## src/rtl/rx_stat_pkg.sv

```systemverilog
package rx_stat_pkg;
  localparam int NUM_CNT = 4;

  // Index order equals address order: base + 4*index
  typedef struct packed {
    logic missInc;   // index 3
    logic rxErInc;   // index 2
    logic symInc;    // index 1
    logic alignInc;  // index 0
  } cntStrobes_t;
endpackage

```

## src/rtl/rx_stat_ctrl.sv

```systemverilog
module rx_stat_ctrl
  import rx_stat_pkg::*;
#(
  parameter int LEN_W   = 16,
  parameter int MIN_LEN = 64
) (
  input  logic             clk,
  input  logic             rstN,
  input  logic             rxEnable,
  input  logic             miiSlowMode,
  input  logic             pktEnd,
  input  logic [LEN_W-1:0] pktLenBytes,
  input  logic             pktFilterPass,
  input  logic             pktAlignErr,
  input  logic             pktRxErSeen,
  input  logic             pktFifoDrop,
  input  logic             badSymbol,
  output cntStrobes_t      strobes,
  output logic             overrunIrq,
  output logic             totPktInc,
  output logic             totOctInc,
  output logic [LEN_W-1:0] totOctLen
);
  logic pktSeen;
  logic longEnough;
  logic qualified;

  assign pktSeen    = rxEnable && pktEnd;
  assign longEnough = pktLenBytes >= LEN_W'(MIN_LEN);
  assign qualified  = pktSeen && pktFilterPass && longEnough;

  always_comb begin
    strobes.alignInc = qualified && pktAlignErr && miiSlowMode;
    strobes.rxErInc  = qualified && pktRxErSeen;
    strobes.symInc   = rxEnable && badSymbol;
    strobes.missInc  = pktSeen && pktFifoDrop;
  end

  always_ff @(posedge clk) begin
    if (!rstN) begin
      overrunIrq <= 1'b0;
      totPktInc  <= 1'b0;
      totOctInc  <= 1'b0;
      totOctLen  <= '0;
    end else begin
      overrunIrq <= strobes.missInc;
      totPktInc  <= pktSeen;
      totOctInc  <= pktSeen;
      totOctLen  <= pktSeen ? pktLenBytes : '0;
    end
  end

  // A dropped packet still reaches the totals
  p_irq_with_totals_r8: assert property (@(posedge clk) disable iff (!rstN)
    overrunIrq |-> (totPktInc && totOctInc));

  // Interrupt is a single-cycle pulse per isolated drop
  p_irq_single_r7: assert property (@(posedge clk) disable iff (!rstN)
    (overrunIrq && !$past(strobes.missInc, 2)) |=> (!overrunIrq || $past(strobes.missInc)));
endmodule

```

## src/rtl/rx_stat_dp.sv

```systemverilog
module rx_stat_dp
  import rx_stat_pkg::*;
#(
  parameter int              CNT_W     = 32,
  parameter int              ADDR_W    = 16,
  parameter logic [15:0]     BASE_ADDR = 16'h4004
) (
  input  logic              clk,
  input  logic              rstN,
  input  cntStrobes_t       strobes,
  input  logic              rdEn,
  input  logic [ADDR_W-1:0] rdAddr,
  output logic [CNT_W-1:0]  rdData
);
  localparam int IDX_W = $clog2(NUM_CNT);
  localparam logic [CNT_W-1:0] CNT_MAX = '1;

  logic [NUM_CNT-1:0] incVec;
  logic [NUM_CNT-1:0] clrVec;
  logic [ADDR_W-1:0]  offs;
  logic               hit;
  logic [IDX_W-1:0]   idx;
  logic [CNT_W-1:0]   cntQ [NUM_CNT];

  assign incVec = strobes;
  assign offs   = rdAddr - ADDR_W'(BASE_ADDR);
  assign hit    = rdEn && (offs[1:0] == 2'b00) &&
                  (offs[ADDR_W-1:2] < (ADDR_W-2)'(NUM_CNT));
  assign idx    = offs[IDX_W+1:2];

  for (genvar i = 0; i < NUM_CNT; i++) begin : g_cnt
    logic [CNT_W-1:0] baseVal;
    assign clrVec[i] = hit && (idx == IDX_W'(i));
    assign baseVal   = clrVec[i] ? '0 : cntQ[i];

    always_ff @(posedge clk) begin
      if (!rstN)
        cntQ[i] <= '0;
      else if (incVec[i] && baseVal != CNT_MAX)
        cntQ[i] <= baseVal + 1'b1;
      else
        cntQ[i] <= baseVal;
    end

    p_clear_on_read_r2: assert property (@(posedge clk) disable iff (!rstN)
      (clrVec[i] && !incVec[i]) |=> (cntQ[i] == '0));
    p_collide_keeps_event_r9: assert property (@(posedge clk) disable iff (!rstN)
      (clrVec[i] && incVec[i]) |=> (cntQ[i] == CNT_W'(1)));
    p_saturate_r10: assert property (@(posedge clk) disable iff (!rstN)
      (cntQ[i] == CNT_MAX && !clrVec[i]) |=> (cntQ[i] == CNT_MAX));
    p_step_one_r1: assert property (@(posedge clk) disable iff (!rstN)
      !clrVec[i] |=> (cntQ[i] == $past(cntQ[i]) || cntQ[i] == $past(cntQ[i]) + 1'b1));
  end

  always_ff @(posedge clk) begin
    if (!rstN)
      rdData <= '0;
    else if (rdEn)
      rdData <= hit ? cntQ[idx] : '0;
  end

  p_unmapped_zero_r11: assert property (@(posedge clk) disable iff (!rstN)
    (rdEn && !hit) |=> (rdData == '0));
endmodule

```

## src/rtl/rx_err_stat_bank.sv

```systemverilog
module rx_err_stat_bank
  import rx_stat_pkg::*;
#(
  parameter int          CNT_W     = 32,
  parameter int          LEN_W     = 16,
  parameter int          ADDR_W    = 16,
  parameter int          MIN_LEN   = 64,
  parameter logic [15:0] BASE_ADDR = 16'h4004
) (
  input  logic              clk,
  input  logic              rstN,
  input  logic              rxEnable,
  input  logic              miiSlowMode,
  input  logic              pktEnd,
  input  logic [LEN_W-1:0]  pktLenBytes,
  input  logic              pktFilterPass,
  input  logic              pktAlignErr,
  input  logic              pktRxErSeen,
  input  logic              pktFifoDrop,
  input  logic              badSymbol,
  input  logic              rdEn,
  input  logic [ADDR_W-1:0] rdAddr,
  output logic [CNT_W-1:0]  rdData,
  output logic              overrunIrq,
  output logic              totPktInc,
  output logic              totOctInc,
  output logic [LEN_W-1:0]  totOctLen
);
  cntStrobes_t strobes;

  rx_stat_ctrl #(.LEN_W(LEN_W), .MIN_LEN(MIN_LEN)) ctrl_i (
    .clk, .rstN, .rxEnable, .miiSlowMode, .pktEnd, .pktLenBytes,
    .pktFilterPass, .pktAlignErr, .pktRxErSeen, .pktFifoDrop, .badSymbol,
    .strobes, .overrunIrq, .totPktInc, .totOctInc, .totOctLen
  );

  rx_stat_dp #(.CNT_W(CNT_W), .ADDR_W(ADDR_W), .BASE_ADDR(BASE_ADDR)) dp_i (
    .clk, .rstN, .strobes, .rdEn, .rdAddr, .rdData
  );
endmodule

```

## config.mk

```make
export PLATFORM = sky130hd
export DESIGN_NAME = rx_err_stat_bank
export DESIGN_NICKNAME = d
export VERILOG_FILES = /design/src/rtl/rx_stat_pkg.sv /design/src/rtl/rx_stat_ctrl.sv /design/src/rtl/rx_stat_dp.sv /design/src/rtl/rx_err_stat_bank.sv
export SDC_FILE = /design/constraint.sdc
export NUM_CORES = 1
export LEC_CHECK = 0
export ABC_AREA = 1
export CAP_MARGIN = 30
export CORE_UTILIZATION = 60
export CTS_CLUSTER_DIAMETER = 80
export CTS_CLUSTER_SIZE = 40
export DETAILED_ROUTE_END_ITERATION = 8
export DONT_BUFFER_PORTS = 1
export PLACE_DENSITY = 0.81
export SLEW_MARGIN = 20
export SYNTH_ARGS = -nofsm -noshare
export SYNTH_HDL_FRONTEND = slang
export SYNTH_SLANG_ARGS = --single-unit
```

## constraint.sdc

```tcl
create_clock -name clk -period 8 [get_ports clk]
set_clock_uncertainty 0.2 [all_clocks]
set_input_delay 2 -clock clk [delete_from_list [all_inputs] [get_ports clk]]
set_output_delay 2 -clock clk [all_outputs]
set_load 0.005 [all_outputs]
```

After elaboration in Yosys (flattened, before gate mapping)
Memory sizes are Yosys's and may differ from the RTL's.
Index checks and enable logic that the tools add are counted.
W data, S select, Z words.
{"block": "word_totals", "reg_bits": 50, "ram_bits": 128, "in_bits": 43, "memories": 1}
{"block": "classes", "add_sub_neg": 5, "magnitude_cmp": 2, "eq_ne": 7, "mux": 38, "bitwise": 8, "n_reduce_logical": 21}
{"name": "dp_i.cntQ", "words": 4, "width": 32, "rd": 5, "rd_ports_with_merged_regs": 0, "write_ports": 4, "line": "rx_stat_dp.sv:23", "rtl": "logic [CNT_W-1:0] cntQ [NUM_CNT];"}
{"operator": "$mux W32", "n": 13}
{"operator": "$add A32 B1 Y32 const B", "n": 4}
{"operator": "$ne A32 B32 Y1 const B", "n": 4}
{"operator": "$mux W1", "n": 25}
{"operator": "$logic_and A1 B1 Y1", "n": 18}
{"operator": "$ge A16 B7 Y1 const B", "n": 1}
{"operator": "$sub A16 B15 Y16 const B", "n": 1}
{"operator": "$lt A14 B3 Y1 const B", "n": 1}
{"operator": "$or A1 B1 Y1", "n": 8}
{"operator": "$eq A2 B2 Y1 const B", "n": 2}
{"operator": "$logic_not A2 Y1", "n": 2}
{"operator": "$eq A2 B1 Y1 const B", "n": 1}
{"operator": "$reduce_and A2 Y1", "n": 1}

Longest topological paths before layout
Gate-level depths: netlist (run 1).
{"block": "depth", "word_depth": 13, "depth_mapped": 34, "ltp_nobuf": 27}

By module
Synthesis (run 1) repeated with hierarchy kept, for this count alone.
{"block": "unflattened", "cells_unflattened": 2055, "area_unflattened_um2": 13414.1}
{"mod": "rx_stat_dp", "instances": 1, "cells_each": 1982, "area_each_um2": 12788.5}
{"mod": "rx_stat_ctrl", "instances": 1, "cells_each": 73, "area_each_um2": 625.6}

Least setup slack after synthesis (run 1)
OpenSTA, ideal clock, no wires.
{"block": "synth_path", "path_type": "input port to flip-flop", "from": "in rdAddr[2]", "to": "mem dp_i.cntQ[2][1] (data pin)", "setup_time_ps": 255, "arrival_time_ps": 5960, "required_time_ps": 7545, "slack_ps": 1585, "path_stages": 31, "cell_sequence": "buf_6 clkinv_2 clkbuf_1 clkbuf_1 ha_1 nand2_1 nor2_4 nand2_1 nand2_1 nand2_1 nand3_1 nor2_2 nand3_2 buf_4 buf_2 buf_1 nand2_1 inv_1 ha_1 nand2_1 inv_1 nand3_1 nor2_2 nand2_1 nor2_1 nand2_2 nand2_4 nand2_2 buf_2 nor2_1 nor2_1"}
{"element": "start, declared", "line": "rx_err_stat_bank.sv:22", "rtl": "input logic [ADDR_W-1:0] rdAddr,"}
{"element": "end, declared", "line": "rx_stat_dp.sv:23"}

==> flow_summary.toml, run 1 <==
[run_status]
status = "complete, but fails checks"
violations = "DRC"

[floorplanning]
die_y_um = 152
num_rows = 54
ios = 94
core_um2 = 22000
initial_core_util_pct = 61.7
die_area_um2 = 23200
fp.dieW_um = 152

[yosys]
synth_warnings = 0
syn_area_per_cell_um2 = 6.58
synth-seq-area-share_pct = 35.8
syn_area_um2 = 13500
synth_cell_types = 41
synth_top_area_share_pct = 28.4
ys_seq_elements = 178
synthTopCellsByArea = "edfxtp_1, nand2_1, nand3_1"
synth_top_area_cell = "edfxtp_1"
synthCells = 2058

[grt]
busiest_layer = "met2"
grt_pass1_vias = 12655
grt_pass1_wl_mm = 66.9
grt_util_met2_pct = 56.9
grt_use_met1_pct = 48.4
overflow = 0
gr-usage-all-layers_pct = 36.7
grt_max_degree = 130
gr-usage-met3_pct = 7.94
antenna_found_initial = 0

[clocking]
clock-root-buffer = "clkbuf_16"
h-tree-depth = 4
path_clk_slew_ns = 0.08
postCtsSetupRepairBufs = 0
cts_tree = "done"
insertion_delay_ns = 0.46
ctsHoldBuffers = 0
clk_path_buf_depth = 2
cts_resized = 0
numCtsBuffers = 17
cts_sinks = 178

[cells_and_area]
synthToLayoutAreaGrowth_pct = 7.18
final_util_pct = 66.1
num_antenna_cells = 0
layout_commonest_cell = "nand2_1"
fin_nets = 2165
drive_gt1_share_pct = 5.27
final_cell_mix = "nand2_1, nand3_1, nor2_1"
design_area_um2 = 14500

[worst_setup_path]
criticalPathCategory = "input port to flip-flop"
worstPathRequired_ns = 8.07
cp_max_fo = 63
cp.arrival_ns = 6.19
endpoint_kind = "flip-flop"
r2r-start = "dp_i.cntQ[2][0]"
worstSetupStartpointType = "input port"
crit_start = "rdAddr[3]"

[sta]
final_hold_viol_count = 0
setup-tns-final_ns = 0
setup_violations = 0
slew_violations = 0
clock.fmax_mhz = 163
fin_crit_ns = 6.12
tightest_slew_ns = 0.950
rsz0062_at_grt = "no"
slew_headroom_pct = 36.6
fin_crit_sh_pct = 76.5

[pwr]
p_leak_nw = 6.39
power_density_nw_per_um2 = 160
vdd_drop_max_uv = 136

[routing]
routed_wl_mm = 42.3
ant_nets = 0
drtPass1Iterations = 9
wl_per_cell_um = 17.6
drt_iter0_markers = 1836
drc_errors = 9
routed_via_density = 5.79
dr_total_vias = 13926

[placement]
numPortBuffers = 0
dpl-instance-area_um2 = 13900
dp_hpwl_mm = 31.1
gp_congestion = 0.992

[worst_hold_path]
min_from = "dp_i.rdData[22]"
holdCritPathClass = "flip-flop to flip-flop"

[run]
cap_violations = 0
layout make-up:
cell class / instances / area (µm²)
multi-input cells: 1705 / 7860
well taps: 280 / 350
clock buffers: 17 / 425
fillers: 2023 / 7440
inverters: 205 / 771
clock inverters: 15 / 210
repair buffers: 7 / 60.1
flip-flops and latches: 178 / 4840
logic make-up (layout without fill, tap and decap cells):
logic type	Yosys count	in the layout	synth area share (%)
other	1	128	0.0277
AO/OA/AOI/OAI	249	249	10.1
AND/OR/NAND/NOR	1279	1279	40.9
buffers and inverters	302	244	9.75
adder cells (fa/ha/maj)	8	8	0.739
XOR/XNOR	41	41	2.71
flip-flops	178	178	35.8
sequential cells by signal (all words and copies together) (netlist names):
name and flops:
ctrl_i.totOctLen 16, ctrl_i.totPktInc 1, dp_i.rdData 32, dp_i.cntQ 128, ctrl_i.overrunIrq 1
per-layer routing:
layer	up-vias	wire length [µm]
met5	-	0
met4	0	2060
met3	168	4960
met2	788	18500
met1	6245	16800
li1	6725	-
path summary, 6_finish.rpt:
| kind | slack, ns | cells after the start | endpoint |
|---|---|---|---|
| worst max-delay path | 1.88 | 21 | dp_i.cntQ[0][10] |
| worst min-delay path | 0.28 | 2 | dp_i.rdData[22] |
| worst max register to register | 4.64 | 14 | dp_i.cntQ[2][26] |
| worst min register to register | 0.28 | 2 | dp_i.rdData[22] |
cell usage after synthesis (all sizes together):
library cell and n:
clkbuf 47, nand3 321, ha 8, xor2 35, dfxtp 50, conb 1
nand4 17, o22ai 2, nor4b 1, nand2 648, inv 203, nor4 2
nor3 2, nor2 281, and2 2, nand3b 5, o21ai 109, a22oi 29
buf 50, edfxtp 128, a21oi 108, xnor2 6, clkinv 2, o211ai 1
power by group:
part / internal [mW] / leakage (nW) / switching (mW)
logic: 0.0975 / 4.37 / 0.192
registers: 1.04 / 1.71 / 0.0838
clock network: 0.456 / 0.306 / 0.451
per-stage QoR:
step	total power, mW	worst slack [ns]	cells	hold slack [ns]
after global placement	1.41	1.61	2374	0.274
after CTS	2.31	1.93	2406	0.286
final	2.32	1.88	2407	0.284
after floorplan	1.34	1.58	2185	0.261
after global routing	2.39	1.47	2407	0.309
after detailed placement	1.42	1.51	2374	0.275
critical path, stage by stage:
cell and delay [ns]:
inv_1 0.06, ha_1 0.36, nand2_1 0.17, nor2_4 0.17, xor2_2 0.16, nand3b_1 0.12, nor2_2 0.15, and2_4 0.47
nand2_8 0.36, nand2_1 0.14, inv_1 0.10, ha_1 0.24, nand2_1 0.08, inv_1 0.05, nand3_2 0.11, inv_2 0.06
nand2_1 0.15, nor2_1 0.10, nand2_2 0.10, nand3_2 0.59, o21ai_0 0.41
Power figures use the tool's default switching activity.
==> run 2, diff against run 1 <==
--- a/config.mk
+++ b/config.mk
@@ -7,12 +7,12 @@
 export LEC_CHECK = 0
 export ABC_AREA = 1
 export CAP_MARGIN = 30
-export CORE_UTILIZATION = 60
+export CORE_UTILIZATION = 59
 export CTS_CLUSTER_DIAMETER = 80
 export CTS_CLUSTER_SIZE = 40
 export DETAILED_ROUTE_END_ITERATION = 8
 export DONT_BUFFER_PORTS = 1
-export PLACE_DENSITY = 0.81
+export PLACE_DENSITY = 0.83
 export SLEW_MARGIN = 20
 export SYNTH_ARGS = -nofsm -noshare
 export SYNTH_HDL_FRONTEND = slang
==> constraint.sdc (replaced) <==
create_clock -name clk -period 5.2 [get_ports clk]
set_clock_uncertainty 0.2 [all_clocks]
set_input_delay 1.3 -clock clk [delete_from_list [all_inputs] [get_ports clk]]
set_output_delay 1.3 -clock clk [all_outputs]
set_load 0.005 [all_outputs]
==> flow_summary.toml, run 2 (synthesized netlist as in run 1, its figures left out) <==
[sta]
tightest_slew_ns = 0.896
slew_headroom_pct = 40.2
fin_crit_ns = 4.57
clock.fmax_mhz = 219
setup-tns-final_ns = 0
slew_violations = 0
setup_violations = 0
fin_crit_sh_pct = 87.8
rsz0062_at_grt = "no"
final_hold_viol_count = 0
setup_slack_ns = 0.634

[worst_setup_path]
criticalPathCategory = "input port to flip-flop"
crit_start = "rdAddr[3]"
r2r-start = "dp_i.cntQ[2][0]"
cp_max_fo = 47
critPathMaxStageDelay_ns = 0.48
worstPathRequired_ns = 5.29
endpoint_kind = "flip-flop"
worstSetupStartpointType = "input port"
crit_chain = "inv_1 > ha_4 > nand2_1 > nor2_4 > nand2_1 > nand2_1 > nand2_1 > nand3_1 > nor2_2 > and2_4 > nand2_8 > buf_4 > nand3_1 > nor2_1 > nand2_1 > nor2_2 > nand2_2 > nand2_2 > nand3_1 > o21ai_1"
cpMostUsedCell = "nand2_1"
slowest_stage = "nand2_2"
cp.arrival_ns = 4.65

[clocking]
insertion_delay_ns = 0.44
h-tree-depth = 4
path_clk_slew_ns = 0.08
postCtsSetupRepairBufs = 0
ctsHoldBuffers = 0
cts_resized = 0
cts_sinks = 178
numCtsBuffers = 17
clock-root-buffer = "clkbuf_16"
cts_tree = "done"
clk_path_buf_depth = 2

[cells_and_area]
drive_gt1_share_pct = 5.72
final_cell_mix = "nand2_1, nand3_1, nor2_1"
reg_top3 = "dp_i.cntQ x128, dp_i.rdData x32, ctrl_i.totOctLen x16"
largest_reg_flops = 128
fillers = 2098
final_util_pct = 64.7
synthToLayoutAreaGrowth_pct = 7.80
num_antenna_cells = 0
top_register = "dp_i.cntQ"
fin_nets = 2172
layout_commonest_cell = "nand2_1"

[floorplanning]
initial_core_util_pct = 60.0
die_area_um2 = 23600
die_y_um = 154
core_um2 = 22600
num_rows = 55
ios = 94
fp.dieW_um = 154

[pwr]
vdd_drop_max_uv = 249
p_leak_nw = 6.42
power_density_nw_per_um2 = 242

[worst_hold_path]
min_from = "dp_i.rdData[0]"
holdCritPathClass = "flip-flop to flip-flop"

[routing]
wl_per_cell_um = 17.3
drt_iter0_markers = 2237
drc_errors = 0
dr_total_vias = 14088
routed_via_density = 5.82
routed_wl_mm = 41.8
ant_nets = 0
drtPass1Iterations = 6

[grt]
grt_pass1_vias = 12694
overflow = 0
grt_pass1_wl_mm = 66.0
grt_max_degree = 130
antenna_found_initial = 0
gr-usage-all-layers_pct = 35.5

[placement]
place_ws_ns = 0.230
gp_congestion = 0.967
dp_hpwl_mm = 30.8
numPortBuffers = 0

[run_status]
status = "completed"

[run]
cap_violations = 0
-- run 2: path summary, 6_finish.rpt --
kind                                          to  slack [ns]  cells after the start
worst max-delay path            dp_i.cntQ[0][24]        0.63                     20
worst min-delay path              dp_i.rdData[0]        0.28                      2
worst max register to register   dp_i.cntQ[2][1]        2.23                     14
worst min register to register    dp_i.rdData[0]        0.28                      2
-- run 2: metal layers --
| layer | wire [µm] | GRT usage [%] | vias to the layer above | part of all wire (%) |
|---|---|---|---|---|
| met2 | 18800 | 56.1 | 788 | 45 |
| met1 | 17100 | 48.0 | 6430 | 41 |
| li1 | - | - | 6726 | - |
| met3 | 4070 | 5.64 | 144 | 9.7 |
| met4 | 1830 | 16.4 | 0 | 4.4 |
| met5 | 0 | 0 | - | 0 |
-- run 2: power by group --
part	switching [mW]	leakage, nW	internal [mW]
clock network	0.667	0.294	0.695
registers	0.120	1.71	1.60
logic	0.297	4.41	0.152
-- run 2: metrics by stage --
step,instance area (µm²),power (mW),instances,hold WS (ns)
2_1_floorplan,14100,2.06,2185,0.261
3_3_place_gp,14000,2.16,2387,0.273
3_5_place_dp,14000,2.18,2387,0.274
4_1_cts,14600,3.52,2419,0.285
5_1_grt,14600,3.65,2419,0.300
6_report,14600,3.54,2419,0.284
-- run 2: critical path, delay by kind of cell --
family / cells / cell delay, ns
and+or+nand+nor: 16 / 2.46
AOI/OAI and AO/OA: 1 / 0.13
buffers and inverters: 2 / 0.52
adders and majority gates: 1 / 0.18
-- run 2: layout make-up --
class	instances	area, µm²	area share (%)
well taps	285	357	2.44
flip-flops and latches	178	4840	33.2
repair buffers	14	143	0.977
multi-input cells	1705	7870	53.9
inverters	205	771	5.28
clock buffers	17	425	2.91
clock inverters	15	188	1.29
